<file path="src/rtl/zc_pkg.sv">
package zc_pkg;
  typedef enum logic {ZC_RISE = 1'b0, ZC_FALL = 1'b1} zc_pol_e;

  // crossing of the selected polarity between two successive samples
  function automatic logic crossing(input logic cur, input logic prev, input zc_pol_e pol);
    return (pol == ZC_RISE) ? (cur & ~prev) : (~cur & prev);
  endfunction
endpackage

</file>
<file path="src/rtl/zc_edge_det.sv">
module zc_edge_det
  import zc_pkg::*;
#(
  parameter int      SYNC_STAGES = 2,
  parameter zc_pol_e POL         = ZC_RISE
) (
  input  logic clk,
  input  logic rst_n,
  input  logic din,
  output logic edge_o
);
  logic [SYNC_STAGES-1:0] sync_q;
  logic                   prev_q;
  logic                   cur;

  assign cur = sync_q[SYNC_STAGES-1];

  always_ff @(posedge clk or negedge rst_n) begin
    if (!rst_n) begin
      sync_q <= '0;
      prev_q <= 1'b0;
    end else begin
      sync_q <= {sync_q[SYNC_STAGES-2:0], din};
      prev_q <= cur;
    end
  end

  assign edge_o = crossing(cur, prev_q, POL);
endmodule

</file>
<file path="src/rtl/zc_interval.sv">
module zc_interval #(
  parameter int CNT_W = 10
) (
  input  logic             clk,
  input  logic             rst_n,
  input  logic             gate_en,
  input  logic             sig_ev,
  input  logic             ref_ev,
  input  logic [CNT_W-1:0] period_lim,
  output logic             armed_o,
  output logic [CNT_W-1:0] cnt_o,
  output logic             close_o,
  output logic [CNT_W-1:0] close_val_o,
  output logic             ovf_o
);
  localparam logic [CNT_W-1:0] CNT_MAX = {CNT_W{1'b1}};

  function automatic logic [CNT_W-1:0] sat_inc(input logic [CNT_W-1:0] v);
    return (v == CNT_MAX) ? CNT_MAX : v + 1'b1;
  endfunction

  logic             armed_q;
  logic [CNT_W-1:0] cnt_q;

  // reference closes an open window, or a window opened this very cycle
  assign close_o     = ref_ev & (armed_q | sig_ev);
  assign close_val_o = sig_ev ? '0 : sat_inc(cnt_q);

  always_ff @(posedge clk or negedge rst_n) begin
    if (!rst_n) begin
      armed_q <= 1'b0;
      cnt_q   <= '0;
    end else if (!gate_en || close_o) begin
      armed_q <= 1'b0;
      cnt_q   <= '0;
    end else if (sig_ev) begin
      armed_q <= 1'b1;
      cnt_q   <= '0;
    end else if (armed_q) begin
      cnt_q   <= sat_inc(cnt_q);
    end
  end

  assign armed_o = armed_q;
  assign cnt_o   = cnt_q;
  assign ovf_o   = armed_q & (cnt_q >= period_lim);
endmodule

</file>
<file path="src/rtl/zc_phase_reg.sv">
module zc_phase_reg #(
  parameter int CNT_W = 10
) (
  input  logic             clk,
  input  logic             rst_n,
  input  logic             load,
  input  logic [CNT_W-1:0] val,
  output logic [CNT_W-1:0] word_o,
  output logic             vld_o
);
  always_ff @(posedge clk or negedge rst_n) begin
    if (!rst_n) begin
      word_o <= '0;
      vld_o  <= 1'b0;
    end else begin
      vld_o <= load;
      if (load) word_o <= val;
    end
  end
endmodule

</file>
<file path="src/rtl/zc_phase_det.sv">
module zc_phase_det
  import zc_pkg::*;
#(
  parameter int      CNT_W       = 10,
  parameter int      SYNC_STAGES = 2,
  parameter zc_pol_e POL         = ZC_RISE
) (
  input  logic             clk,
  input  logic             rst_n,
  input  logic             sig_in,
  input  logic             ref_in,
  input  logic             gate_en,
  input  logic [CNT_W-1:0] period_lim,
  output logic [CNT_W-1:0] phase_word,
  output logic             phase_vld,
  output logic             ovf_flag
);
  logic             sig_edge, ref_edge;
  logic             sig_ev, ref_ev;
  logic             armed;
  logic [CNT_W-1:0] cnt;
  logic             close_ev;
  logic [CNT_W-1:0] close_val;

  zc_edge_det #(.SYNC_STAGES(SYNC_STAGES), .POL(POL)) u_sig_edge (
    .clk(clk), .rst_n(rst_n), .din(sig_in), .edge_o(sig_edge)
  );
  zc_edge_det #(.SYNC_STAGES(SYNC_STAGES), .POL(POL)) u_ref_edge (
    .clk(clk), .rst_n(rst_n), .din(ref_in), .edge_o(ref_edge)
  );

  // crossings count only inside the range gate
  assign sig_ev = sig_edge & gate_en;
  assign ref_ev = ref_edge & gate_en;

  zc_interval #(.CNT_W(CNT_W)) u_interval (
    .clk(clk), .rst_n(rst_n), .gate_en(gate_en),
    .sig_ev(sig_ev), .ref_ev(ref_ev), .period_lim(period_lim),
    .armed_o(armed), .cnt_o(cnt), .close_o(close_ev),
    .close_val_o(close_val), .ovf_o(ovf_flag)
  );

  zc_phase_reg #(.CNT_W(CNT_W)) u_phase_reg (
    .clk(clk), .rst_n(rst_n), .load(close_ev), .val(close_val),
    .word_o(phase_word), .vld_o(phase_vld)
  );
endmodule

</file>
<file path="config.mk">
export PLATFORM = sky130hd
export DESIGN_NAME = zc_phase_det
export DESIGN_NICKNAME = d
export VERILOG_FILES = /design/src/rtl/zc_pkg.sv /design/src/rtl/zc_edge_det.sv /design/src/rtl/zc_interval.sv /design/src/rtl/zc_phase_reg.sv /design/src/rtl/zc_phase_det.sv
export SDC_FILE = /design/constraint.sdc
export NUM_CORES = 1
export LEC_CHECK = 0
export ABC_AREA = 1
export BUFFER_PORTS_ARGS = -buffer_cell sky130_fd_sc_hd__buf_2
export CORE_MARGIN = 5
export CORE_UTILIZATION = 50
export CTS_CLUSTER_SIZE = 14
export DETAILED_ROUTE_END_ITERATION = 8
export PLACE_DENSITY = 0.75
export SLEW_MARGIN = 5
export SYNTH_ARGS = -nofsm -noshare
export SYNTH_HDL_FRONTEND = slang
export SYNTH_HIERARCHICAL = 1
export SYNTH_SLANG_ARGS = --single-unit
</file>
<file path="constraint.sdc">
create_clock -name clk -period 1.3 [get_ports clk]
set_input_delay 0.26 -clock clk [delete_from_list [all_inputs] [get_ports clk]]
set_output_delay 0.26 -clock clk [all_outputs]
set_load 0.02 [all_outputs]
</file>
==> flow_summary_export.csv <==
group,metric,value,unit
outcome,run_status,"finished with violations",
outcome,violations,"setup timing",
global_route,initial_antenna_violation_count,0,
sta,layout_worst_path_cycle_share,1.480,
layout,num-fill-cells,228,
layout,layout.nets,312,
synthesis,seq_area_frac_synth,0.4233,
worst_setup_path,r2r_slack,-310,ps
synthesis,post_synth_num_cell_types,24,
pwr,pwr-share-seq,0.577,
floorplanning,core_ar,3103,um^2
job,cap_viol_max_count,0,
worst_setup_path,arrival,1660,ps
synthesis,synth.top_cell.area_share,0.4233,
place,place_worst_setup_slack,-270.7,ps
pwr,power.internal,0.001170,W
layout,drive_gt1_frac,0.4000,
detailed_routing,post_drt_wl_per_cell,12.67,um
pwr,combPwrFrac,0.151,
synthesis,mappedNetlistNets,247,
cts,clockRootBuffer,"clkbuf_4",
pwr,powerDensity,654.5,nW/um^2
layout,postLayoutCoreUtil,0.7790,
sta,rsz0062_at_grt,"true",
sta,finalHoldViolations,0,
pwr,netSwitchingPower,0.0004124,W
worst_setup_path,critical_path_peak_fanout,2,
sta,post-route-worst-setup-slack,-623.6,ps
place,dp_hpwl,2807,um
global_route,overflow,0,
worst_setup_path,worstPathRequired,1040,ps
detailed_routing,routed-via-count,1597,
cts,clock_tree.buffer_depth,2,
worst_setup_path,timing.setup.critical_path_class,"flip-flop to output port",
detailed_routing,number_of_detailed_route_iterations_in_the_first_pass,4,
sta,finalSetupViolCount,21,
worst_hold_path,holdCritPathClass,"primary input to flip-flop",
cts,cts.reportedPaths.clkPinSlew,150,ps
floorplanning,die_area,4562,um^2
pwr,clock_power_share,0.272,
layout,diodes,0,
cts,cts-buffers-inserted,3,
worst_setup_path,cp-start-kind,"flip-flop",
floorplanning,floorplan.initialDensity,0.5335,
synthesis,syn-mean-instance-area,7.490,um^2
synthesis,yosys_register_bits,28,
global_route,grt_util_all_layers,0.1882,
sta,slew_viol_final,0,
floorplanning,die_x,67.54,um
detailed_routing,drt-vias-per-instance,4.854,
synthesis,ys_warn_count,6,
worst_setup_path,end_kind,"output port",
global_route,grt_pass1_vias,1457,
detailed_routing,antenna_violating_nets_post_route,0,
sta,max_slew_margin,0.7570,
global_route,grt_start_max_net_pins,16,
pwr,cellLeakagePower,1.407,nW
sta,finalCriticalPeriod,1924,ps
layout,commonest_cells_after_routing_fill_and_taps_aside,"81 x nand2_1, 34 x inv_1, 28 x dfrtp_1, 27 x buf_4, 25 x buf_2",
detailed_routing,drc_errors_left,0,
detailed_routing,detail_route.wirelength,4169,um
sta,tightestPinTransition,364.5,ps
synthesis,synth_area_leaders,"dfrtp_1 42%, nand2_1 20%, inv_1 8.4%",
place,gp_congestion,0.8905,
floorplanning,io-pin-count,27,
layout,multi_input_comb_area,1033,um^2
pwr,vdd_drop_max,687.1,uV
global_route,grt_first_pass_wirelength,6451,um
synthesis,synth.cell_area,1655,um^2
synthesis,postSynthCellCount,221,
layout,seqCellArea,700.7,um^2
cts,tritoncts_num_sinks,28,
cts,clk_latency,330,ps
floorplanning,die_h,67.54,um
detailed_routing,initialDrtViolationCount,96,
cts,tritoncts,"built",
layout,areaGrowthSynthToFinish,46.03,%
cts,h-tree-depth,1,
place,numPortBuffers,26,
sta,final.setup_skew,11.08,ps
floorplanning,rows,20,
synthesis,synth_top_cell_by_area,"dfrtp_1",
sta,fmaxAchievable,0.5199,GHz
layout,layout_commonest_cell,"nand2_1",
sta,fin_worst_hold_slack,308.2,ps
pwr,switching_share,0.2607,
-- metal layers --
| metal | routed length (um) | track usage |
|---|---|---|
| met1 | 1822 | 0.2500 |
| met2 | 2148 | 0.3098 |
| met3 | 155 | 0.04326 |
| met4 | 44 | 0.04557 |
| met5 | 0 | 0 |
-- power groups by stage --
stage	registers, W	clock network [W]	logic (W)
final	0.000913	0.000430	0.000239
after global routing	0.000916	0.000485	0.000268
after CTS	0.000912	0.000442	0.000207
after detailed placement	0.000929	0	0.000196
after global placement	0.000928	0	0.000189
after floorplan	0.000946	0	0.0000806
-- Yosys cell counts, drive strengths merged --
cell type  number
nand2          91
o21bai          1
xnor2           1
buf             3
nand3          11
xor2            2
nand3b          2
a21oi           8
ha             11
a31oi           1
inv            39
nor2           15
dfrtp          28
o21ai           7
nand4           1
-- cell type report --
cell class / count / share of cell area
clock buffer: 4 / 0.01501
sequential: 28 / 0.2899
multi-input combinational: 152 / 0.4275
timing repair buffer: 62 / 0.1843
tap: 44 / 0.02277
inverter: 39 / 0.06056
-- timing repair --
item / in CTS / in global routing
hold buffers: 1 / 2
setup buffers: 3 / 10
resized for setup: 21 / 27
pin swaps: 11 / 18
endpoints found under the setup margin: 21 / 21
cloned: 1 / 0
hold endpoints to repair: 14 / 2
-- stage by stage --
stage	setup TNS, ps	instance area [um^2]	power [W]	instances
after floorplan	-204.6	1698	0.001027	221
after global placement	-2042	2019	0.001117	309
after detailed placement	-2530	2019	0.001125	309
after CTS	-3708	2187	0.001561	318
after global routing	-6729	2417	0.001669	329
final	-4975	2417	0.001582	329
-- logic make-up (layout without fill, tap and decap cells) --
family / count (synthesis) / in the layout / share of synthesized area
AOI/OAI and AO/OA: 17 / 17 / 0.06274
buffers and inverters: 42 / 105 / 0.1051
DFF: 28 / 28 / 0.4233
and+or+nand+nor: 120 / 121 / 0.3099
xor gates and xnor gates: 3 / 3 / 0.01588
adders and majority gates: 11 / 11 / 0.08314
-- critical path: stages, from the launching register on --
cell and delay, ps:
dfrtp_1 440, ha_1 290, nand2_2 80, inv_1 60, a21oi_1 120, nand4_1 100
nand2_1 80, inv_2 40, buf_6 120
-- final timing paths --
path | start | endpoint | depth (start not counted)
max | u_interval/cnt_o[8] | ovf_flag | 8
min | gate_en | u_interval/armed_o | 4
max reg2reg | u_interval/cnt_o[1] | u_phase_reg/word_o[4] | 9
min reg2reg | u_sig_edge/sync_q[0] | u_sig_edge/sync_q[1] | 0
max in group asynchronous | rst_n | u_phase_reg/word_o[2] | 3
min in group asynchronous | rst_n | u_interval/cnt_o[8] | 2
-- sequential cells by signal (all words and copies together), names as in the netlist --
register	cells
u_interval/cnt_o	10
u_phase_reg/vld_o	1
u_ref_edge/sync_q	2
u_sig_edge/sync_q	2
u_interval/armed_o	1
u_ref_edge/prev_q	1
u_sig_edge/prev_q	1
u_phase_reg/word_o	10
Note: power is estimated with default switching activity, not from simulation.
